<file path="config.mk">
export PLATFORM = sky130hd
export DESIGN_NAME = link_port
export DESIGN_NICKNAME = d
export VERILOG_FILES = /design/src/rtl/lp_pkg.sv /design/src/rtl/lp_tx.sv /design/src/rtl/lp_rx.sv /design/src/rtl/link_port.sv
export SDC_FILE = /design/constraint.sdc
export NUM_CORES = 1
export LEC_CHECK = 0
export ABC_CLOCK_PERIOD_IN_PS = 2500
export BUFFER_PORTS_ARGS = -buffer_cell sky130_fd_sc_hd__buf_2
export CORE_UTILIZATION = 34
export CTS_CLUSTER_DIAMETER = 120
export DETAILED_ROUTE_END_ITERATION = 8
export MAX_ROUTING_LAYER = met4
export SYNTH_ARGS = -nofsm -noshare
export SYNTH_HDL_FRONTEND = slang
export SYNTH_SLANG_ARGS = --single-unit
</file>
<file path="constraint.sdc">
create_clock -name clk -period 2.5 [get_ports clk]
set_clock_uncertainty 0.15 [all_clocks]
set_input_delay 0.5 -clock clk [delete_from_list [all_inputs] [get_ports clk]]
set_output_delay 0.5 -clock clk [all_outputs]
set_load 0.02 [all_outputs]
</file>
<file path="src/rtl/lp_pkg.sv">
package lp_pkg;
    localparam int unsigned LP_NIB_W    = 4;
    localparam int unsigned LP_WORD_W   = 48;
    localparam int unsigned LP_NARROW_W = 32;

    typedef enum logic {
        TX_IDLE = 1'b0,
        TX_SEND = 1'b1
    } tx_phase_e;
endpackage

</file>
<file path="src/rtl/lp_tx.sv">
module lp_tx
    import lp_pkg::*;
#(
    parameter int unsigned NIB_W    = LP_NIB_W,
    parameter int unsigned WORD_W   = LP_WORD_W,
    parameter int unsigned NARROW_W = LP_NARROW_W
) (
    input  logic              clk,
    input  logic              rst_n,
    input  logic              en_i,
    input  logic              wide_i,
    input  logic              wr_i,
    input  logic [WORD_W-1:0] data_i,
    output logic              free_o,
    input  logic              ack_i,
    output logic              lclk_o,
    output logic [NIB_W-1:0]  ldat_o
);
    localparam int unsigned NIBS_WIDE   = WORD_W / NIB_W;
    localparam int unsigned NIBS_NARROW = NARROW_W / NIB_W;
    localparam int unsigned CNT_W       = $clog2(NIBS_WIDE);

    typedef struct packed {
        logic [WORD_W-1:0] hold;
        logic              hold_full;
        logic [WORD_W-1:0] sreg;
        logic [CNT_W-1:0]  cnt;
        tx_phase_e         phase;
        logic              lclk;
        logic [NIB_W-1:0]  ldat;
    } tx_state_t;

    tx_state_t q, d;
    logic      start;

    always_comb begin
        d     = q;
        start = en_i && (q.phase == TX_IDLE) && q.hold_full && ack_i;

        if (wr_i && en_i && !q.hold_full) begin
            d.hold      = data_i;
            d.hold_full = 1'b1;
        end

        case (q.phase)
            TX_IDLE: begin
                if (start) begin
                    d.hold_full = 1'b0;
                    d.ldat      = q.hold[NIB_W-1:0];
                    d.sreg      = q.hold >> NIB_W;
                    d.lclk      = ~q.lclk;
                    d.cnt       = wide_i ? CNT_W'(NIBS_WIDE - 1) : CNT_W'(NIBS_NARROW - 1);
                    d.phase     = TX_SEND;
                end
            end
            default: begin
                if (q.cnt != '0) begin
                    d.ldat = q.sreg[NIB_W-1:0];
                    d.sreg = q.sreg >> NIB_W;
                    d.lclk = ~q.lclk;
                    d.cnt  = q.cnt - 1'b1;
                end else begin
                    d.phase = TX_IDLE;
                end
            end
        endcase
    end

    always_ff @(posedge clk or negedge rst_n) begin
        if (!rst_n) begin
            q      <= '0;
            q.lclk <= 1'b1;
        end else begin
            q <= d;
        end
    end

    assign free_o = !q.hold_full;
    assign lclk_o = q.lclk;
    assign ldat_o = q.ldat;


    start_on_ack_chk: assert property (@(posedge clk) disable iff (!rst_n)
        (q.phase == TX_IDLE) ##1 (q.phase == TX_SEND) |-> $past(ack_i));


    word_finish_chk: assert property (@(posedge clk) disable iff (!rst_n)
        (q.phase == TX_SEND && q.cnt != '0) |=> (q.phase == TX_SEND && q.lclk != $past(q.lclk)));


    idle_high_chk: assert property (@(posedge clk) disable iff (!rst_n)
        (q.phase == TX_IDLE) |-> q.lclk);


    full_write_drop_chk: assert property (@(posedge clk) disable iff (!rst_n)
        (wr_i && q.hold_full) |=> $stable(q.hold));
endmodule

</file>
<file path="src/rtl/lp_rx.sv">
module lp_rx
    import lp_pkg::*;
#(
    parameter int unsigned NIB_W    = LP_NIB_W,
    parameter int unsigned WORD_W   = LP_WORD_W,
    parameter int unsigned NARROW_W = LP_NARROW_W
) (
    input  logic              clk,
    input  logic              rst_n,
    input  logic              en_i,
    input  logic              wide_i,
    input  logic              lclk_i,
    input  logic [NIB_W-1:0]  ldat_i,
    input  logic              rd_i,
    output logic [WORD_W-1:0] data_o,
    output logic              rdy_o,
    output logic              ack_o
);
    localparam int unsigned NIBS_WIDE   = WORD_W / NIB_W;
    localparam int unsigned NIBS_NARROW = NARROW_W / NIB_W;
    localparam int unsigned CNT_W       = $clog2(NIBS_WIDE);

    typedef struct packed {
        logic              prev;
        logic [WORD_W-1:0] asm_w;
        logic [CNT_W-1:0]  cnt;
        logic [WORD_W-1:0] hold;
        logic              hold_full;
    } rx_state_t;

    rx_state_t         q, d;
    logic              cap, last, done;
    logic [WORD_W-1:0] merged;

    always_comb begin
        d      = q;
        d.prev = lclk_i;
        cap    = en_i && (lclk_i != q.prev);
        last   = (q.cnt == (wide_i ? CNT_W'(NIBS_WIDE - 1) : CNT_W'(NIBS_NARROW - 1)));
        done   = cap && last;

        merged = q.asm_w;
        for (int i = 0; i < NIBS_WIDE; i++) begin
            if (q.cnt == CNT_W'(i)) begin
                merged[i*NIB_W +: NIB_W] = ldat_i;
            end
        end

        if (rd_i && q.hold_full) begin
            d.hold_full = 1'b0;
        end

        if (cap) begin
            if (last) begin
                d.hold      = merged;
                d.hold_full = 1'b1;
                d.asm_w     = '0;
                d.cnt       = '0;
            end else begin
                d.asm_w = merged;
                d.cnt   = q.cnt + 1'b1;
            end
        end
    end

    always_ff @(posedge clk or negedge rst_n) begin
        if (!rst_n) begin
            q      <= '0;
            q.prev <= 1'b1;
        end else begin
            q <= d;
        end
    end

    assign data_o = q.hold;
    assign rdy_o  = q.hold_full;
    assign ack_o  = en_i && !q.hold_full;


    ack_when_space_chk: assert property (@(posedge clk) disable iff (!rst_n)
        q.hold_full |-> !ack_o);


    no_overflow_chk: assert property (@(posedge clk) disable iff (!rst_n)
        (done && q.hold_full) |-> rd_i);


    rdy_clear_chk: assert property (@(posedge clk) disable iff (!rst_n)
        (q.hold_full && rd_i && !done) |=> !rdy_o);
endmodule

</file>
<file path="src/rtl/link_port.sv">
module link_port
    import lp_pkg::*;
#(
    parameter int unsigned NIB_W    = LP_NIB_W,
    parameter int unsigned WORD_W   = LP_WORD_W,
    parameter int unsigned NARROW_W = LP_NARROW_W
) (
    input  logic              clk,
    input  logic              rst_n,
    input  logic              cfg_tx_i,
    input  logic              cfg_wide_i,
    input  logic              tx_wr_i,
    input  logic [WORD_W-1:0] tx_data_i,
    output logic              tx_free_o,
    input  logic              rx_rd_i,
    output logic [WORD_W-1:0] rx_data_o,
    output logic              rx_rdy_o,
    output logic              lnk_clk_o,
    output logic [NIB_W-1:0]  lnk_dat_o,
    input  logic              lnk_ack_i,
    input  logic              lnk_clk_i,
    input  logic [NIB_W-1:0]  lnk_dat_i,
    output logic              lnk_ack_o
);
    lp_tx #(.NIB_W(NIB_W), .WORD_W(WORD_W), .NARROW_W(NARROW_W)) u_tx (
        .clk    (clk),
        .rst_n  (rst_n),
        .en_i   (cfg_tx_i),
        .wide_i (cfg_wide_i),
        .wr_i   (tx_wr_i),
        .data_i (tx_data_i),
        .free_o (tx_free_o),
        .ack_i  (lnk_ack_i),
        .lclk_o (lnk_clk_o),
        .ldat_o (lnk_dat_o)
    );

    lp_rx #(.NIB_W(NIB_W), .WORD_W(WORD_W), .NARROW_W(NARROW_W)) u_rx (
        .clk    (clk),
        .rst_n  (rst_n),
        .en_i   (!cfg_tx_i),
        .wide_i (cfg_wide_i),
        .lclk_i (lnk_clk_i),
        .ldat_i (lnk_dat_i),
        .rd_i   (rx_rd_i),
        .data_o (rx_data_o),
        .rdy_o  (rx_rdy_o),
        .ack_o  (lnk_ack_o)
    );
endmodule

</file>
==> results.py <==
metrics = {
    "critical_path": {
        "critPathKind": "input pin to flop",
        "required_ns": 2.79,
        "r2r_slack_ns": 0.32,
        "critPathArrivalTime_ns": 2.49,
        "crit_chain": "dlygate4sd3_1, buf_2, xor2_1, nand2_1, nor3_1, a22o_1",
        "critical_path.max_fanout": 10,
        "cp_slowest_cell": "dlygate4sd3_1",
        "max_stage_delay_ns": 0.54,
        "cp-start-kind": "input pin",
        "reg2reg_depth": 7,
        "end_kind": "flop",
    },
    "floorplan": {
        "io_pins": 116,
        "dieArea_mm2": 0.0279,
        "die_w_um": 167,
        "rows": 60,
        "die_h_um": 167,
        "initial_core_util_pct": 34.5,
        "core_area_mm2": 0.0269,
    },
    "clock_tree": {
        "cts.path.max_buffers": 3,
        "ctsResizeCount": 0,
        "post_cts_buffers": 0,
        "clock-sinks": 205,
        "h-tree-depth": 1,
        "cts_hold_buf": 3,
        "cts_made_buffers": 24,
        "tritoncts": "done",
        "clk_latency_ns": 0.51,
        "clk_pin_slew_ns": 0.06,
        "cts_root_buffer": "clkbuf_16",
    },
    "cells_and_area": {
        "nets": 968,
        "drive_gt1_share_pct": 26.7,
        "fillers": 2638,
        "layoutNonFillerInstCount": 1262,
        "layout_common_cells": "203 x dfrtp_1, 170 x nand2_1, 114 x buf_2",
        "area_delta_synth_final_pct": 15.1,
        "final_common_cell": "dfrtp_1",
    },
    "power_and_ir_drop": {
        "finalPower_mw": 13.2,
        "pwr_density_cell_mw_per_mm2": 1240,
        "p_leak_nw": 5.36,
        "peakVddDrop_v": 0.000528,
    },
    "routing": {
        "antenna_left": 0,
        "drt_iter0_markers": 297,
        "drc": 0,
        "wl_mm": 20.0,
        "viasPerCell": 4.90,
        "vias": 6179,
        "drtPass1Iterations": 4,
        "wl_per_cell_um": 15.9,
    },
    "global_route": {
        "overflow": 0,
        "use_met1_pct": 19.1,
        "track_usage_pct": 15.1,
        "grt_max_degree": 63,
        "grt_pass1_wl_mm": 33.4,
        "antenna_found_initial": 2,
        "grt-busiest-layer": "met2",
        "grt_util_met3_pct": 3.12,
        "use_met2_pct": 24.8,
        "grt_pass1_vias": 6328,
    },
    "sta": {
        "rsz0062_at_grt": "false",
        "finalSetupViolations": 0,
        "fin_ws_ns": 0.299,
        "min_period_ns": 2.20,
        "maxSlewViolCount": 0,
        "worst-slew-pin-transition_ns": 0.566,
        "timing.slew.headroom_pct": 62.2,
        "period_share_pct": 88.0,
        "finalHoldViolCount": 0,
        "setup_tns_ns": 0,
        "fmax_mhz": 454,
    },
    "synthesis": {
        "ys_warn_count": 0,
        "synthDistinctLibCells": 48,
        "ys_dominant_reg_cell": "dfrtp_1",
        "syn_area_mm2": 0.00927,
        "synth_edf_count": 0,
        "async_reset_ff_share_pct": 100,
        "ys_seq_area_share_pct": 55.4,
        "synth_nets": 907,
        "synthCells": 841,
        "synth_area_per_cell_um2": 11.0,
        "yosys_register_bits": 205,
    },
    "status": {
        "outcome": "completed",
    },
    "worst_hold_path": {
        "hp-class": "input pin to flop",
        "min_path_cells": 2,
    },
    "placement": {
        "gp_congestion": 0.776,
        "pre_cts_slack_ns": 0.311,
        "dp.cells": 1214,
        "io_buffers": 115,
        "hpwl_mm": 13.6,
    },
    "flow_run": {
        "drv_cap": 0,
    },
}
[routing by layer]
layer	up-vias	wire (um)	part of all wire [%]
met5	-	0	0
met4	0	384	1.9
met3	32	911	4.6
met2	138	9620	48
met1	3030	9090	45
li1	2979	-	-
[sequential cells by signal (all words and copies together), names as in the netlist]
name         count
u_tx.q          98
u_rx.q          53
u_rx.data_o     48
u_tx.ldat_o      4
u_rx.rdy_o       1
u_tx.lclk_o      1
[metrics by stage]
stage	instance area, um2	utilization [%]	hold slack, ns
after floorplan	9270	-	0.0544
after global placement	9830	36.6	0.307
after detailed placement	9830	36.6	0.307
after CTS	10700	39.7	0.0412
after global routing	10700	39.7	0.0462
final	10700	39.7	0.0633
[power breakdown]
part           internal (mW)  switching [mW]  total [mW]
Combinational           1.82            2.25        4.07
Sequential              4.74           0.900        5.64
Clock                   2.10            1.40        3.50
Total                   8.67            4.55        13.2
[kinds of logic after synthesis]
family | share of synthesized area, %
simple gates | 10.8
mux | 11.4
xor+xnor | 0.378
compound gates | 12.9
buf+inv | 8.30
flops | 55.4
fa+ha+maj | 0.810
[layout make-up]
cell class                      count  area (um2)  share of cell area, %
Sequential cell                   205        5130                   48.1
Multi-Input combinational cell    514        3380                   31.7
Timing Repair Buffer              139         847                   7.94
Clock buffer                       32         712                   6.67
Tap cell                          341         427                   4.00
Clock inverter                     11        92.6                  0.868
Inverter                           18        67.6                  0.633
Antenna cell                        2        5.00                 0.0469
[worst paths after layout]
| kind | start | end |
|---|---|---|
| max | lnk_clk_i | u_rx.q[100]$_DFFE_PN0P_ |
| min | tx_data_i[19] | u_tx.q[78]$_DFFE_PN0P_ |
| max reg2reg | u_tx.q[6]$_DFFE_PN0P_ | u_tx.q[16]$_DFFE_PN0P_ |
| min reg2reg | u_rx.data_o[3]$_DFFE_PN0P_ | u_rx.data_o[3]$_DFFE_PN0P_ |
| max in group asynchronous | rst_n | u_rx.q[101]$_DFF_PN1_ |
| min in group asynchronous | rst_n | u_rx.data_o[28]$_DFFE_PN0P_ |
[synthesized netlist by cell type, types with 8 or more instances]
cell type  number  area (um2)
nor3_1         17        85.1
mux2i_1        50         500
a22oi_1        38         285
inv_1          18        67.6
buf_4          56         420
o21ai_0        50         250
a21oi_1         8        40.0
a21o_1         13        97.6
clkbuf_1       16        60.1
a22o_1         27         236
mux2_2         49         552
buf_6          10         113
buf_2          21         105
o21ai_1        23         115
dfrtp_1       203        5080
and2_1         10        62.6
nand2_1       170         638
[worst max-delay path: cells and delay by family]
family                 cells  cell delay (ns)
AND/OR/NAND/NOR            2             0.80
XOR/XNOR                   1             0.27
buffers and inverters      2             0.69
AO/OA/AOI/OAI              1             0.24
No activity file was read; power rests on OpenSTA's default activity.
